$ cat config.mk
export PLATFORM = sky130hd
export DESIGN_NAME = cec_wake_filter
export DESIGN_NICKNAME = d
export VERILOG_FILES = /design/src/rtl/cec_wake_pkg.sv /design/src/rtl/cec_wake_regs.sv /design/src/rtl/cec_wake_match.sv /design/src/rtl/cec_wake_reply.sv /design/src/rtl/cec_wake_filter.sv
export SDC_FILE = /design/constraint.sdc
export NUM_CORES = 1
export LEC_CHECK = 0
export ABC_CLOCK_PERIOD_IN_PS = 2900
export CAP_MARGIN = 20
export CORE_MARGIN = 3
export CORE_UTILIZATION = 50
export DETAILED_ROUTE_END_ITERATION = 6
export MAX_ROUTING_LAYER = met4
export PLACE_DENSITY = 0.77
export RECOVER_POWER = 100
export SETUP_SLACK_MARGIN = 0.05
export SLEW_MARGIN = 10
export SYNTH_ARGS = -nofsm -noshare
export SYNTH_HDL_FRONTEND = slang
export SYNTH_SLANG_ARGS = --single-unit
$ cat constraint.sdc
create_clock -name clk_i -period 2.9 [get_ports clk_i]
set_clock_uncertainty 0.2 [all_clocks]
set_input_delay 0.58 -clock clk_i [delete_from_list [all_inputs] [get_ports clk_i]]
set_output_delay 0.58 -clock clk_i [all_outputs]
set_load 0.01 [all_outputs]
$ cat src/rtl/cec_wake_pkg.sv
package cec_wake_pkg;
  localparam int NUM_SLOTS  = 5;
  localparam int ADDR_W     = 5;
  localparam int LEN_W      = 5;
  localparam int OPND_SLOT  = 2;
  localparam int BCAST_SLOT = 4;
  localparam int BCAST_LEN  = 3;
  localparam int REPLY_W    = 24;
  localparam logic [3:0] BCAST_LA = 4'hF;

  localparam logic [7:0] OP_GIVE_PHYS   = 8'h83;
  localparam logic [7:0] OP_GIVE_VENDOR = 8'h8C;
  localparam logic [7:0] OP_GET_VER     = 8'h9F;

  localparam logic [ADDR_W-1:0] A_EN    = ADDR_W'(0);
  localparam logic [ADDR_W-1:0] A_CTRL  = ADDR_W'(1);
  localparam logic [ADDR_W-1:0] A_SLOT0 = ADDR_W'(2);
  localparam logic [ADDR_W-1:0] A_ARG_A = ADDR_W'(2 + NUM_SLOTS);
  localparam logic [ADDR_W-1:0] A_ARG_B = ADDR_W'(3 + NUM_SLOTS);
  localparam logic [ADDR_W-1:0] A_VID0  = ADDR_W'(4 + NUM_SLOTS);
  localparam logic [ADDR_W-1:0] A_VID1  = ADDR_W'(5 + NUM_SLOTS);
  localparam logic [ADDR_W-1:0] A_VID2  = ADDR_W'(6 + NUM_SLOTS);
  localparam logic [ADDR_W-1:0] A_PA0   = ADDR_W'(7 + NUM_SLOTS);
  localparam logic [ADDR_W-1:0] A_PA1   = ADDR_W'(8 + NUM_SLOTS);
  localparam logic [ADDR_W-1:0] A_MISC  = ADDR_W'(9 + NUM_SLOTS);
  localparam logic [ADDR_W-1:0] A_TYPE  = ADDR_W'(10 + NUM_SLOTS);
  localparam logic [ADDR_W-1:0] A_STS   = ADDR_W'(11 + NUM_SLOTS);

  typedef enum logic [1:0] {
    RPL_ABORT   = 2'd0,
    RPL_PHYS    = 2'd1,
    RPL_VENDOR  = 2'd2,
    RPL_VERSION = 2'd3
  } reply_kind_e;

  typedef struct packed {
    logic [NUM_SLOTS-1:0]      slot_en;
    logic [3:0]                own_la;
    logic                      arg_a_en;
    logic                      arg_b_en;
    logic                      bcast_only;
    logic [NUM_SLOTS-1:0][7:0] slot_op;
    logic [7:0]                arg_a;
    logic [7:0]                arg_b;
    logic [23:0]               vid;
    logic [15:0]               pa;
    logic [2:0]                reason;
    logic [2:0]                version;
    logic [7:0]                dev_type;
  } cfg_t;

  localparam cfg_t CFG_RST = '{
    slot_en:    5'b10111,
    own_la:     4'h0,
    arg_a_en:   1'b1,
    arg_b_en:   1'b1,
    bcast_only: 1'b1,
    slot_op:    {8'h82, 8'h00, 8'h44, 8'h0D, 8'h04},
    arg_a:      8'h40,
    arg_b:      8'h6D,
    vid:        24'h0,
    pa:         16'h0,
    reason:     3'd1,
    version:    3'd5,
    dev_type:   8'h00
  };
endpackage

$ cat src/rtl/cec_wake_regs.sv
module cec_wake_regs
  import cec_wake_pkg::*;
(
  input  logic                 clk_i,
  input  logic                 rst_ni,
  input  logic                 we_i,
  input  logic [ADDR_W-1:0]    addr_i,
  input  logic [7:0]           wdata_i,
  output logic [7:0]           rdata_o,
  input  logic [NUM_SLOTS-1:0] hit_i,
  output cfg_t                 cfg_o,
  output logic [NUM_SLOTS-1:0] sts_o
);
  cfg_t                 cfg_q;
  logic [NUM_SLOTS-1:0] sts_q;
  logic [NUM_SLOTS-1:0] clr;

  assign clr = (we_i && addr_i == A_STS) ? wdata_i[NUM_SLOTS-1:0] : '0;

  always_ff @(posedge clk_i or negedge rst_ni) begin
    if (!rst_ni) begin
      cfg_q <= CFG_RST;
      sts_q <= '0;
    end else begin
      sts_q <= (sts_q & ~clr) | hit_i;  // set wins over clear
      if (we_i) begin
        case (addr_i)
          A_EN:    cfg_q.slot_en <= wdata_i[NUM_SLOTS-1:0];
          A_CTRL: begin
            cfg_q.own_la     <= wdata_i[3:0];
            cfg_q.arg_a_en   <= wdata_i[4];
            cfg_q.arg_b_en   <= wdata_i[5];
            cfg_q.bcast_only <= wdata_i[6];
          end
          A_ARG_A: cfg_q.arg_a         <= wdata_i;
          A_ARG_B: cfg_q.arg_b         <= wdata_i;
          A_VID0:  cfg_q.vid[23:16]    <= wdata_i;
          A_VID1:  cfg_q.vid[15:8]     <= wdata_i;
          A_VID2:  cfg_q.vid[7:0]      <= wdata_i;
          A_PA0:   cfg_q.pa[15:8]      <= wdata_i;
          A_PA1:   cfg_q.pa[7:0]       <= wdata_i;
          A_MISC: begin
            cfg_q.reason  <= wdata_i[2:0];
            cfg_q.version <= wdata_i[5:3];
          end
          A_TYPE:  cfg_q.dev_type      <= wdata_i;
          default: ;
        endcase
        for (int k = 0; k < NUM_SLOTS; k++) begin
          if (addr_i == ADDR_W'(A_SLOT0 + k)) cfg_q.slot_op[k] <= wdata_i;
        end
      end
    end
  end

  always_comb begin
    rdata_o = '0;
    case (addr_i)
      A_EN:    rdata_o[NUM_SLOTS-1:0] = cfg_q.slot_en;
      A_CTRL:  rdata_o = {1'b0, cfg_q.bcast_only, cfg_q.arg_b_en, cfg_q.arg_a_en, cfg_q.own_la};
      A_ARG_A: rdata_o = cfg_q.arg_a;
      A_ARG_B: rdata_o = cfg_q.arg_b;
      A_VID0:  rdata_o = cfg_q.vid[23:16];
      A_VID1:  rdata_o = cfg_q.vid[15:8];
      A_VID2:  rdata_o = cfg_q.vid[7:0];
      A_PA0:   rdata_o = cfg_q.pa[15:8];
      A_PA1:   rdata_o = cfg_q.pa[7:0];
      A_MISC:  rdata_o = {2'b00, cfg_q.version, cfg_q.reason};
      A_TYPE:  rdata_o = cfg_q.dev_type;
      A_STS:   rdata_o[NUM_SLOTS-1:0] = sts_q;
      default: ;
    endcase
    for (int k = 0; k < NUM_SLOTS; k++) begin
      if (addr_i == ADDR_W'(A_SLOT0 + k)) rdata_o = cfg_q.slot_op[k];
    end
  end

  assign cfg_o = cfg_q;
  assign sts_o = sts_q;
endmodule

$ cat src/rtl/cec_wake_match.sv
module cec_wake_match
  import cec_wake_pkg::*;
(
  input  cfg_t                 cfg_i,
  input  logic                 valid_i,
  input  logic [7:0]           hdr_i,
  input  logic [LEN_W-1:0]     len_i,
  input  logic [7:0]           opcode_i,
  input  logic [7:0]           arg_i,
  output logic                 to_me_o,
  output logic [NUM_SLOTS-1:0] op_known_o,
  output logic [NUM_SLOTS-1:0] hit_o
);
  logic bcast, has_op, arg_ok, arg_req;

  assign bcast   = hdr_i[3:0] == BCAST_LA;
  assign to_me_o = !bcast && hdr_i[3:0] == cfg_i.own_la;
  assign has_op  = len_i != '0;
  assign arg_req = cfg_i.arg_a_en || cfg_i.arg_b_en;
  assign arg_ok  = !arg_req ||
                   (len_i >= LEN_W'(2) &&
                    ((cfg_i.arg_a_en && arg_i == cfg_i.arg_a) ||
                     (cfg_i.arg_b_en && arg_i == cfg_i.arg_b)));

  for (genvar g = 0; g < NUM_SLOTS; g++) begin : g_slot
    logic op_eq;
    assign op_eq         = cfg_i.slot_en[g] && has_op && opcode_i == cfg_i.slot_op[g];
    assign op_known_o[g] = op_eq;
    if (g == BCAST_SLOT) begin : g_bc
      assign hit_o[g] = valid_i && op_eq &&
                        (cfg_i.bcast_only ? (bcast && len_i == LEN_W'(BCAST_LEN)) : to_me_o);
    end else if (g == OPND_SLOT) begin : g_arg
      assign hit_o[g] = valid_i && op_eq && to_me_o && arg_ok;
    end else begin : g_plain
      assign hit_o[g] = valid_i && op_eq && to_me_o;
    end
  end
endmodule

$ cat src/rtl/cec_wake_reply.sv
module cec_wake_reply
  import cec_wake_pkg::*;
(
  input  logic               clk_i,
  input  logic               rst_ni,
  input  cfg_t               cfg_i,
  input  logic               valid_i,
  input  logic [7:0]         hdr_i,
  input  logic [LEN_W-1:0]   len_i,
  input  logic [7:0]         opcode_i,
  input  logic               to_me_i,
  input  logic               op_known_i,
  output logic               valid_o,
  output logic [1:0]         kind_o,
  output logic [3:0]         dest_o,
  output logic [REPLY_W-1:0] data_o
);
  logic               req;
  reply_kind_e        kind;
  logic [3:0]         dest;
  logic [REPLY_W-1:0] data;

  always_comb begin
    req  = 1'b0;
    kind = RPL_ABORT;
    dest = hdr_i[7:4];
    data = {8'h00, opcode_i, 5'b0, cfg_i.reason};
    if (valid_i && to_me_i && len_i != '0) begin
      case (opcode_i)
        OP_GIVE_PHYS: begin
          req = 1'b1; kind = RPL_PHYS; dest = BCAST_LA;
          data = {cfg_i.pa, cfg_i.dev_type};
        end
        OP_GIVE_VENDOR: begin
          req = 1'b1; kind = RPL_VENDOR; dest = BCAST_LA;
          data = cfg_i.vid;
        end
        OP_GET_VER: begin
          req = 1'b1; kind = RPL_VERSION;
          data = {16'h0, 5'b0, cfg_i.version};
        end
        default: req = !op_known_i;
      endcase
    end
  end

  always_ff @(posedge clk_i or negedge rst_ni) begin
    if (!rst_ni) begin
      valid_o <= 1'b0;
      kind_o  <= '0;
      dest_o  <= '0;
      data_o  <= '0;
    end else begin
      valid_o <= req;
      if (req) begin
        kind_o <= kind;
        dest_o <= dest;
        data_o <= data;
      end
    end
  end
endmodule

$ cat src/rtl/cec_wake_filter.sv
module cec_wake_filter
  import cec_wake_pkg::*;
(
  input  logic               clk_i,
  input  logic               rst_ni,
  input  logic               reg_we_i,
  input  logic [ADDR_W-1:0]  reg_addr_i,
  input  logic [7:0]         reg_wdata_i,
  output logic [7:0]         reg_rdata_o,
  input  logic               frm_valid_i,
  input  logic [7:0]         frm_hdr_i,
  input  logic [LEN_W-1:0]   frm_len_i,
  input  logic [7:0]         frm_opcode_i,
  input  logic [7:0]         frm_arg_i,
  output logic               wake_o,
  output logic               reply_valid_o,
  output logic [1:0]         reply_kind_o,
  output logic [3:0]         reply_dest_o,
  output logic [REPLY_W-1:0] reply_data_o
);
  cfg_t                 cfg;
  logic [NUM_SLOTS-1:0] sts;
  logic [NUM_SLOTS-1:0] hit;
  logic [NUM_SLOTS-1:0] op_known;
  logic                 to_me;

  cec_wake_regs i_regs (
    .clk_i   (clk_i),
    .rst_ni  (rst_ni),
    .we_i    (reg_we_i),
    .addr_i  (reg_addr_i),
    .wdata_i (reg_wdata_i),
    .rdata_o (reg_rdata_o),
    .hit_i   (hit),
    .cfg_o   (cfg),
    .sts_o   (sts)
  );

  cec_wake_match i_match (
    .cfg_i      (cfg),
    .valid_i    (frm_valid_i),
    .hdr_i      (frm_hdr_i),
    .len_i      (frm_len_i),
    .opcode_i   (frm_opcode_i),
    .arg_i      (frm_arg_i),
    .to_me_o    (to_me),
    .op_known_o (op_known),
    .hit_o      (hit)
  );

  cec_wake_reply i_reply (
    .clk_i      (clk_i),
    .rst_ni     (rst_ni),
    .cfg_i      (cfg),
    .valid_i    (frm_valid_i),
    .hdr_i      (frm_hdr_i),
    .len_i      (frm_len_i),
    .opcode_i   (frm_opcode_i),
    .to_me_i    (to_me),
    .op_known_i (|op_known),
    .valid_o    (reply_valid_o),
    .kind_o     (reply_kind_o),
    .dest_o     (reply_dest_o),
    .data_o     (reply_data_o)
  );

  assign wake_o = |sts;
endmodule

# [Yosys cells after proc, flatten, opt, wreduce, memory -nomap -nowiden]
# Cells that the tools add are included.
[totals] regBits=158 inputBits=46 out_inout_bits=40 elab_cells=132
[op_classes] order_cmp=1 n_eq_ne=29 muxes=17 bitwise=3 reduce_logical=57
[op_table] op="$pmux 24 s3" count=1
[op_table] op="$pmux 5 s12" count=1
[op_table] op="$eq 8x8->1" count=7
[op_table] op="$eq 5x4->1 const B" count=8
[op_table] op="$mux 8" count=5
[op_table] op="$reduce_and 2->1" count=16
[op_table] op="$pmux 3 s10" count=1
[op_table] op="$logic_and 1x1->1" count=29
[op_table] op="$eq 8x8->1 const B" count=3
[op_table] op="$mux 24" count=1
[op_table] op="$eq 5x3->1 const B" count=4
[op_table] op="$eq 5x2->1 const B" count=3
[op_table] op="$reduce_or 5->1" count=2
[op_table] op="$mux 4" count=2
[op_table] op="$pmux 2 s3" count=1
[op_table] op="$and 5x5->5" count=1
[op_table] op="$eq 5x1->1 const B" count=1
[op_table] op="$eq 5x5->1 const B" count=1
[op_table] op="$ge 5x2->1 const B" count=1
[op_table] op="$logic_not 5->1" count=1
[op_table] op="$mux 5" count=1
[op_table] op="$not 5->5" count=1
[op_table] op="$or 5x5->5" count=1
[op_table] op="$reduce_bool 5->1" count=1
[op_table] op="8 further kinds" count=14

# [Longest topological paths before layout]
# Gate-level depths: netlist of run 1.
[depth] word_depth=7 ltp_mapped=9 depth_no_buf=6

# [By module]
# Synthesis of run 1 repeated with hierarchy kept, for this count alone.
[unflattened] hier_cells=796 hier_area_um2=8707.1
[modules_own_cells] mod="cec_wake_regs" instances=1 cells_per_inst=505 area_each_um2=6174.7 seq_area_each_um2=3208.1
[modules_own_cells] mod="cec_wake_reply" instances=1 cells_per_inst=167 area_each_um2=1594.0 seq_area_each_um2=775.7
[modules_own_cells] mod="cec_wake_match" instances=1 cells_per_inst=118 area_each_um2=913.4 seq_area_each_um2=0.0
[modules_own_cells] mod="cec_wake_filter" instances=1 cells_per_inst=6 area_each_um2=25.0 seq_area_each_um2=0.0

# [Least setup slack after synthesis of run 1]
# OpenSTA, ideal clock, no wires.
[synth_timing] kind="input-to-output" from="input port reg_addr_i[4]" to="output port reg_rdata_o[6]" arrival_time_ns=2.109 t_required_ns=2.120 slack_ns=0.011 stages=8 path_buffers=2 path_cell_list="clkbuf_1 > nor3b_1 > buf_2 > o221ai_1 > o211a_1 > a41oi_1 > a211oi_1 > o21ai_0"
[synth_between] elab_chain_len=7 elab_cells_between_ends=21 classes_between="15 x eq/ne; 6 x mux"
[synth_lines] element="from (decl)" line_no="cec_wake_filter.sv:7" source="input logic [ADDR_W-1:0] reg_addr_i,"
[synth_lines] element="$eq 5x4->1 (tied with other cells)" line_no="cec_wake_regs.sv:58" source="case (addr_i)"
[synth_lines] element="$pmux 3 s10" line_no="cec_wake_regs.sv:58"
[synth_lines] element="$mux 8 (4 in series)" line_no="cec_wake_regs.sv:74" source="if (addr_i == ADDR_W'(A_SLOT0 + k)) rdata_o = cfg_q.slot_op[k];"
[synth_lines] element="$mux 8 (*)" line_no="cec_wake_regs.sv:74"
[synth_lines] element="to (decl)" line_no="cec_wake_filter.sv:9" source="output logic [7:0] reg_rdata_o,"
# Every way passes the cells marked *; elsewhere a longest branch is shown, timed or not.

# [Worst setup path after layout of run 1]
[layout_timing] from="input port reg_addr_i[3]" to="output port reg_rdata_o[4]"
[layout_between] elab_chain_len=7 elab_cells_between_ends=23 classes_between="16 x eq/ne; 6 x mux; 1 x reduce/logical"
[layout_lines] element="$eq 5x5->1 (tied with other cells)" line_no="cec_wake_regs.sv:58"
[layout_lines] element="$pmux 5 s12" line_no="cec_wake_regs.sv:58"
[layout_lines] element="$mux 8 (4 in series)" line_no="cec_wake_regs.sv:74"
[layout_lines] element="$mux 8 (*)" line_no="cec_wake_regs.sv:74"
# Marked as above.

==> results of run 1 <==
[through the flow]
step	hold WS, ns	instances	instance area, um^2
floorplan	0.08441	798	8810
global placement	0.2734	1199	11070
detailed placement	0.2822	1199	11070
CTS	0.2958	1261	12390
global route	0.3055	1274	12600
finish	0.2948	1274	12600
[routing by layer]
metal / wire [um] / part of all wire (%) / track usage (%) / up-vias
li1: - / - / - / 3453
met5: 0 / 0 / - / -
met1: 12850 / 41 / 43.20 / 3917
met2: 14330 / 46 / 49.05 / 426
met4: 1457 / 4.7 / 13.49 / 0
met3: 2538 / 8.1 / 7.310 / 101
[sequential cells by signal, summed over array words and instances (netlist names)]
| signal | flops |
|---|---|
| i_reply.valid_o | 1 |
| i_regs.cfg_o | 122 |
| i_reply.kind_o | 2 |
| i_reply.data_o | 24 |
| i_regs.sts_o | 5 |
| i_reply.dest_o | 4 |
[cell usage after synthesis, drive strengths merged (12+ instances only)]
cell type	count
dfrtp	134
mux2	132
nand2	56
nand3	42
xnor2	42
buf	40
nor2	32
dfstp	24
clkbuf	23
a22oi	22
o21ai	22
xor2	17
nor3	15
o22ai	15
a211oi	13
nor4	13
nand4	12
[power breakdown]
group	switching [mW]	leakage (nW)	internal, mW	total (mW)
registers	0.468	1.98	2.70	3.16
logic	0.763	3.11	1.07	1.83
clock network	0.931	0.301	1.53	2.46
[worst paths after layout]
| kind | endpoint | slack, ns | cells after the start |
|---|---|---|---|
| min in group asynchronous | i_regs.cfg_o[107] | 0.88 | 3 |
| hold / removal | i_reply.kind_o[0] | 0.29 | 1 |
| setup / recovery | reg_rdata_o[4] | -0.20 | 11 |
| max in group asynchronous | i_regs.cfg_o[29] | 0.56 | 3 |
| setup reg to reg | i_reply.data_o[20] | 0.41 | 9 |
| hold reg to reg | i_reply.kind_o[0] | 0.29 | 1 |
[cell usage in the layout, fill, tap and decap left out, types with 5 or more instances in the layout]
| master | n |
|---|---|
| nand4_1 | 12 |
| o21ai_2 | 6 |
| buf_6 | 29 |
| a22o_1 | 7 |
| bufinv_16 | 5 |
| buf_8 | 7 |
| nand2_1 | 51 |
| a21oi_1 | 6 |
| a311o_1 | 6 |
| nor2_1 | 30 |
| dfrtp_1 | 134 |
| buf_4 | 140 |
| nor3_1 | 8 |
| nor3_2 | 5 |
| nand3_2 | 10 |
| and2_4 | 5 |
| clkbuf_16 | 17 |
| a211oi_1 | 9 |
| or3_1 | 6 |
| nand3_1 | 30 |
| nand3b_1 | 5 |
| mux2_1 | 5 |
| xnor2_1 | 42 |
| o22ai_2 | 11 |
| inv_1 | 10 |
| xor2_1 | 17 |
| clkdlybuf4s50_1 | 71 |
| buf_12 | 19 |
| a31oi_1 | 7 |
| clkbuf_1 | 9 |
| o21ai_0 | 8 |
| mux2_2 | 127 |
| nor4_4 | 8 |
| o21ai_1 | 8 |
| a22oi_1 | 22 |
| dfstp_2 | 24 |
| mux2i_1 | 6 |
| buf_2 | 8 |
| and3_1 | 10 |
[area by class of cell]
class | count | area [um^2]
Clock buffer | 21 | 440.4
Clock inverter | 11 | 192.7
Fill cell | 1131 | 4278
Inverter | 10 | 37.54
Multi-Input combinational cell | 568 | 4921
Sequential cell | 158 | 3984
Tap cell | 220 | 275.3
Timing Repair Buffer | 286 | 2749
[cell families (layout without fill, tap and decap cells)]
group                  after synthesis  in the layout  share of synthesized area [%]
multiplexers                       139            139                          17.83
AND/OR/NAND/NOR                    226            226                          14.12
AO/OA/AOI/OAI                      143            144                          12.85
XOR/XNOR                            59             59                          5.871
flip-flops                         158            158                          45.26
buffers and inverters               73            328                          4.080
[timing repair]
action / 4_1_cts / 5_1_grt
hold endpoints to repair: 50 / 0
gates resized for setup: 164 / 46
buffers inserted: 23 / 15
gates cloned: 6 / 1
hold buffers: 1 / 0
endpoints found under the setup margin: 22 / 22
pin swaps: 41 / 29
==> metrics.txt, run 1 <==
setup ws final=-0.1993 ns; RSZ-0062 raised after global routing=true; MaxCap Viol Count=1; Synth Register Bits=158; Mapped Area=0.008802 mm^2; Setup crit end kind=output pin; largest net degree at the start of global routing=95; Hold Violations, Final=0; crit-path cells=buf_8 > buf_12 > nor2b_1 > buf_4 > buf_4 > nand3_1 > nand2_1 > nor4_4 > o311a_1 > o21ai_1 > buf_2; CTS buffer count=17; post-DR wirelength/cell=24.47 um; Nets=1087; critical path data arrival time=2.32 ns; Max Slew Vio Count=65; clk buf depth=2; WS Path Type=primary input to output pin; f_max=322.7 MHz; slowest stage delay, CP=0.29 ns; Synth Net Count=844; Final Core Density=74.65%; TritonCTS clock tree=done; worst-skew pair later-pin latency=0.44 ns; cell mode on critical path=buf_4; die width=138.7 um; DIE AREA=0.01923 mm^2; WP data required=2.12 ns; maximum VDD drop=0.4428 mV; library cells used by synthesis=76; number of synthesized flops with an enable pin=0; TritonRoute pass-1 iters=5; Overall Global Routing Usage=32.67%; total power draw=7.450 mW; RePlAce Congestion=1.037; total grt overflow=0; Starting Density=52.15%; global-route wire length before repair=47110 um; # rows=47; final setup fails=8; failing checks=capacitance limit, slew limit, setup timing; post-route antenna net violation count=0; Post-Route Setup TNS=-1.220 ns; drt drc=0; post-synthesis cell count=798; synth-to-layout area growth=43.14%; DRT iter0 DRCs=884; relative slew slack=-5.141%; HP Class=register to register; Clock transition at path regs=0.06 ns; min cycle time layout=3.099 ns; post-synth top area share=38.10%; Async SR Flop Fraction=100.0%; # IOs=86; Synth area leaders=dfrtp_1, mux2_2, dfstp_2; launch point of the worst reg-to-reg path=i_regs.cfg_o[113]; worst-margin pin slew=1.577 ns; start point of the worst hold path=i_reply.kind_o[0]; final wirelength=31170 um; crit-path max FO=6; share of layout cells above drive strength 1=46.30%; family with the most delay on the worst path=buffers and inverters; register area share after synthesis=45.26%; worst setup path start=reg_addr_i[3]; Critical Path Start Type=primary input; LEAKAGE=5.397 nW; initial antenna violation count=0; post-DP HPWL=20970 um; slowest CP cell=o311a_1; Synth area leader=dfrtp_1; Via density=6.199; synth warn=0; H-tree levels=4; TritonCTS Sinks=158; worst path bufs/invs=5; Power Density=591.3 mW/mm^2; Synth Flop Type=dfrtp_1; CORE AREA=0.01688 mm^2; Syn Area/Cell=11.03 um^2; PortBufs=85; vias in the first global route=7899; Ant. Diodes=0; Place WS=-1.137 ns; root buf cell=clkbuf_16; die span in y=138.7 um; period utilization=106.9%; status=complete, but fails checks; DR vias=7897
Note: power is estimated with default switching activity, not from simulation.
==> inputs of run 2 (changes only) <==
--- a/config.mk
+++ b/config.mk
@@ -9,12 +9,12 @@
 export CAP_MARGIN = 20
 export CORE_MARGIN = 3
 export CORE_UTILIZATION = 50
+export CTS_BUF_LIST = sky130_fd_sc_hd__clkbuf_4 sky130_fd_sc_hd__clkbuf_8
 export DETAILED_ROUTE_END_ITERATION = 6
 export MAX_ROUTING_LAYER = met4
 export PLACE_DENSITY = 0.77
 export RECOVER_POWER = 100
 export SETUP_SLACK_MARGIN = 0.05
-export SLEW_MARGIN = 10
 export SYNTH_ARGS = -nofsm -noshare
 export SYNTH_HDL_FRONTEND = slang
 export SYNTH_SLANG_ARGS = --single-unit
==> run 2 against run 1 <==
Against the previous run: register-to-register slack worse by 0.21 ns; cell count barely moved; largest cell class unchanged; via count down 0.89%; the run still ends with capacitance limit, slew limit, setup timing left; sequential power about the same.
==> metrics.txt, run 2 (synthesized netlist as in run 1, its figures left out) <==
die width=138.7 um (unchanged); final wirelength=30420 um (-2.4%); filler cell count=1211 (+7.1%); DIE AREA=0.01923 mm^2 (unchanged); synth-to-layout area growth=39.53%; most common cell after layout, fill and taps aside=dfrtp_1; post-placement cell count=1199 (unchanged); family with the most delay on the worst path=compound AO/OA/AOI/OAI gates; largest net degree at the start of global routing=95 (unchanged); failing checks=capacitance limit, slew limit, setup timing; RePlAce Congestion=1.037 (unchanged); drt drc=0 (unchanged); status=complete, but fails checks; DR vias=7827 (-0.89%); Power Density=554.7 mW/mm^2 (-6.2%); LEAKAGE=5.340 nW (-1.1%); post-DR wirelength/cell=23.86 um (-2.5%); total power draw=6.813 mW (-8.6%); Starting Density=52.15% (unchanged); TritonCTS clock tree=done; CORE AREA=0.01688 mm^2 (unchanged); DRT iter0 DRCs=792 (-10%); total grt overflow=0 (unchanged); root buf cell=clkbuf_8; Switch Pwr=2.032 mW (-6.0%); Max Slew Vio Count=65 (unchanged); PortBufs=85 (unchanged); maximum VDD drop=0.3451 mV (-22%); worst path bufs/invs=4 (-1); clk buf depth=2 (unchanged); RSZ-0062 raised after global routing=true; Place WS=-1.137 ns (unchanged); MaxCap Viol Count=1 (unchanged); worst-skew pair later-pin latency=0.47 ns (+0.03 ns); f_max=324.2 MHz (+0.49%); Critical Path Start Type=primary input; Sw Share=29.83% (+0.81 points); die span in y=138.7 um (unchanged); commonest cells after routing, fill and taps aside=dfrtp_1, buf_4, mux2_2; post-route antenna net violation count=0 (unchanged); vias in the first global route=7882 (-0.22%); # IOs=86 (unchanged); relative slew slack=-6.320% (-1.2 points); TritonRoute pass-1 iters=7 (+2); worst-margin pin slew=1.595 ns (+0.01768 ns); CTS buffer count=17 (unchanged); Setup crit end kind=output pin; TritonCTS Sinks=158 (unchanged); crit-path max FO=8 (+2); min cycle time layout=3.084 ns (-0.01524 ns); critical path data arrival time=2.30 ns (-0.02 ns); Nets=1087 (unchanged); period utilization=106.3% (-0.53 points); # rows=47 (unchanged); Combinational Power Share=25.9% (+1.3 points); Clk pwr share=27.9% (-5.1 points); share of layout cells above drive strength 1=45.45% (-0.85 points); crit-path cells=buf_6 > buf_8 > clkbuf_1 > nand2_1 > nor3_1 > a211oi_2 > a31o_2 > a31oi_1 > a21o_1 > buf_2; initial antenna violation count=1 (+1); Final Core Density=72.77% (-1.9 points); HP Class=register to register; setup ws final=-0.1841 ns (+0.01524 ns); final setup fails=35 (+27); fin cells=1275 (+0.078%); Overall Global Routing Usage=32.41% (-0.26 points); P_int=4.780 mW (-9.6%); Reg power frac=46.2% (+3.7 points); WP data required=2.12 ns (about the same); post-DP HPWL=20970 um (unchanged); slowest CP cell=nor3_1; Hold Violations, Final=0 (unchanged); WS Path Type=primary input to output pin; global-route wire length before repair=46620 um (-1.1%); Via density=6.139 (-0.96%); number of flip-flops in the largest register=122 (unchanged); H-tree levels=4 (unchanged); Clock transition at path regs=0.09 ns (+0.03 ns); slowest stage delay, CP=0.34 ns (+0.05 ns); Post-Route Setup TNS=-2.144 ns (-0.9246 ns)
-- run 2: worst paths after layout --
| kind | start | end | slack, ns | depth (start not counted) |
|---|---|---|---|---|
| setup / recovery | reg_addr_i[2] | reg_rdata_o[7] | -0.18 | 10 |
| hold / removal | i_reply.dest_o[0] | i_reply.dest_o[0] | 0.29 | 1 |
| setup reg to reg | i_regs.cfg_o[92] | i_reply.data_o[9] | 0.20 | 8 |
| hold reg to reg | i_reply.dest_o[0] | i_reply.dest_o[0] | 0.29 | 1 |
| max in group asynchronous | rst_ni | i_regs.cfg_o[29] | 0.57 | 3 |
| min in group asynchronous | rst_ni | i_regs.cfg_o[107] | 0.83 | 3 |
-- run 2: area by class of cell --
type,instances,area (um^2),share of cell area (%)
antenna,1,2.502,0.02037
clock buffer,21,264.0,2.150
clock inverter,11,192.7,1.569
inverter,10,37.54,0.3056
multi-input combinational,568,4868,39.64
sequential,158,3985,32.45
tap,220,275.3,2.241
timing repair buffer,286,2656,21.63
-- run 2: through the flow --
| stage | instance area (um^2) | hold slack (ns) |
|---|---|---|
| floorplan | 8810 | 0.08441 |
| global placement | 11070 | 0.2734 |
| detailed placement | 11070 | 0.2822 |
| CTS | 12350 | 0.3015 |
| global route | 12280 | 0.3071 |
| finish | 12280 | 0.2948 |
-- run 2: repair_timing --
item                       4_1_cts  5_1_grt
gates resized for setup        174       28
setup endpoints to repair       22       21
hold endpoints to repair       134        0
pin swaps                       49        8
cloned                           6        1
setup buffers                   35        3
hold buffers                     1        0
-- run 2: power groups by stage --
stage	clock network (mW)	logic, mW	registers, mW
6_report	1.90	1.77	3.15
5_1_grt	2.01	1.89	3.19
4_1_cts	1.92	1.81	3.13
3_5_place_dp	0	1.67	3.16
3_3_place_gp	0	1.63	3.14
2_1_floorplan	0	0.853	3.04
-- run 2: per-layer routing --
layer	vias up	track usage [%]	part of all wire, %
met4	0	12.67	3.9
li1	3448	-	-
met3	73	7.655	8.2
met5	-	-	0
met1	3903	42.20	41
met2	403	49.46	47
==> inputs of run 3 (changes only) <==
--- a/config.mk
+++ b/config.mk
@@ -11,7 +11,6 @@
 export CORE_UTILIZATION = 50
 export CTS_BUF_LIST = sky130_fd_sc_hd__clkbuf_4 sky130_fd_sc_hd__clkbuf_8
 export DETAILED_ROUTE_END_ITERATION = 6
-export MAX_ROUTING_LAYER = met4
 export PLACE_DENSITY = 0.77
 export RECOVER_POWER = 100
 export SETUP_SLACK_MARGIN = 0.05
==> run 3 against run 2 <==
Against the previous run: the run ends with setup timing left; cell count fell by 0.16%; sequential power is essentially flat; flip-flop and latch count stayed put; power is 0.87% lower; non-clock buffer count is 1 higher; via count rose by 1.6%; highest routed layer unchanged.
==> metrics.txt, run 3 (synthesized netlist as in run 1, its figures left out) <==
status=complete, but fails checks; failing checks=setup timing; TritonCTS clock tree=done; LEAKAGE=5.324 nW (-0.29%); Hold Worst Slack=0.2979 ns (+0.003015 ns); DIE AREA=0.01923 mm^2 (unchanged); WP data required=2.12 ns (about the same); drt drc=0 (unchanged); Power Density=541.1 mW/mm^2 (-2.4%); synth-to-layout area growth=41.78%; worst-skew pair later-pin latency=0.47 ns (about the same); global-route wire length before repair=45760 um (-1.8%); die span in y=138.7 um (unchanged); Setup crit end kind=output pin; total grt overflow=0 (unchanged); CTS buffer count=17 (unchanged); WS Path Type=primary input to output pin; Overall Global Routing Usage=30.57% (-1.8 points); die width=138.7 um (unchanged); worst-margin pin slew=1.368 ns (-0.2264 ns); CORE AREA=0.01688 mm^2 (unchanged); share of layout cells above drive strength 1=46.82% (+1.4 points); critical path data arrival time=2.33 ns (+0.03 ns); post-DP HPWL=21020 um (+0.23%); PortBufs=85 (unchanged); commonest cells after routing, fill and taps aside=buf_4, dfrtp_1, mux2_2; relative slew slack=8.776% (+15 points); TritonRoute pass-1 iters=6 (-1); Critical Path Start Type=primary input; f_max=321.7 MHz (-0.79%); most common cell after layout, fill and taps aside=buf_4; Nets=1087 (unchanged); # IOs=86 (unchanged); vias in the first global route=7776 (-1.3%); Starting Density=52.15% (unchanged); largest net degree at the start of global routing=59 (-38%); root buf cell=clkbuf_8; period utilization=107.2% (+0.85 points); # rows=47 (unchanged); post-DR wirelength/cell=23.87 um (about the same); clk buf depth=2 (unchanged); RePlAce Congestion=0.9885 (-4.6%); final wirelength=30390 um (-0.10%); Max Slew Vio Count=0 (-100%); post-route antenna net violation count=0 (unchanged); slowest stage delay, CP=0.37 ns (+0.03 ns); post-placement cell count=1206 (+0.58%); Via density=6.247 (+1.8%); MaxCap Viol Count=0 (-1); crit-path max FO=7 (-1); maximum VDD drop=0.4001 mV (+16%); min cycle time layout=3.109 ns (+0.02451 ns); Place WS=-1.131 ns (+0.006300 ns); DR vias=7953 (+1.6%); fin cells=1273 (-0.16%); setup ws final=-0.2086 ns (-0.02451 ns); Hold Violations, Final=0 (unchanged); filler cell count=1139 (-5.9%); H-tree levels=4 (unchanged); crit-path cells=buf_12 > buf_12 > nor2b_4 > clkbuf_1 > nand2b_1 > o21ai_2 > nor4_4 > o311a_1 > o21ai_1 > buf_2; initial antenna violation count=0 (-1); TritonCTS Sinks=158 (unchanged); DRT iter0 DRCs=876 (+11%); HP Class=register to register; RSZ-0062 raised after global routing=true; number of flip-flops in the largest register=122 (unchanged); slowest CP cell=o311a_1; cell mode on critical path=buf_12; worst path bufs/invs=4 (unchanged); Ant. Diodes=0 (-1); final setup fails=8 (-77%); family with the most delay on the worst path=compound AO/OA/AOI/OAI gates; Clock transition at path regs=0.09 ns (about the same)
[run 3: where the power goes]
group / leakage, nW / total, mW / internal [mW] / switching (mW)
logic: 3.14 / 1.84 / 1.08 / 0.760
registers: 1.98 / 3.16 / 2.69 / 0.465
clock network: 0.201 / 1.75 / 0.910 / 0.844
[run 3: path summary, 6_finish.rpt]
path                            slack, ns         startpoint            endpoint  depth (start not counted)
worst max-delay path                -0.21      reg_addr_i[1]      reg_rdata_o[1]                         10
worst min-delay path                 0.30  i_reply.dest_o[0]   i_reply.dest_o[0]                          1
worst max register to register       0.24  i_regs.cfg_o[113]  i_reply.data_o[21]                         10
worst min register to register       0.30  i_reply.dest_o[0]   i_reply.dest_o[0]                          1
max in group asynchronous            0.28             rst_ni  i_reply.data_o[20]                          3
min in group asynchronous            0.77             rst_ni    i_regs.cfg_o[86]                          2
[run 3: area by class of cell]
| class | count | area, um^2 | area share, % |
|---|---|---|---|
| clock buffer | 21 | 276.5 | 2.216 |
| clock inverter | 10 | 138.9 | 1.113 |
| tap | 220 | 275.3 | 2.206 |
| timing repair buffer | 287 | 2761 | 22.13 |
| inverter | 10 | 37.54 | 0.3008 |
| sequential | 158 | 3984 | 31.92 |
| multi-input combinational | 567 | 5006 | 40.11 |
[run 3: repair_timing]
item / 4_1_cts / 5_1_grt
pin swaps: 42 / 42
setup endpoints to repair: 21 / 36
gates cloned: 5 / 2
setup buffers: 16 / 16
hold buffers: 1 / 0
resized for setup: 148 / 78
hold endpoints to repair: 41 / 0
[run 3: per-stage QoR]
step	power (mW)	instance area [um^2]	utilization (%)	TNS, ns
2_1_floorplan	3.890	8810	-	0
3_3_place_gp	4.782	11160	66.11	-22.31
3_5_place_dp	4.849	11160	66.11	-23.06
4_1_cts	6.662	12080	71.55	-1.097
5_1_grt	7.030	12480	73.94	-4.336
6_report	6.753	12480	73.94	-0.8198
[run 3: routing by layer]
layer / wire [um] / global-route usage, % / up-vias
li1: - / - / 3438
met1: 12350 / 42.63 / 3988
met2: 14110 / 47.76 / 447
met3: 2865 / 6.897 / 80
met4: 1057 / 9.990 / 0
met5: 0 / 0 / -
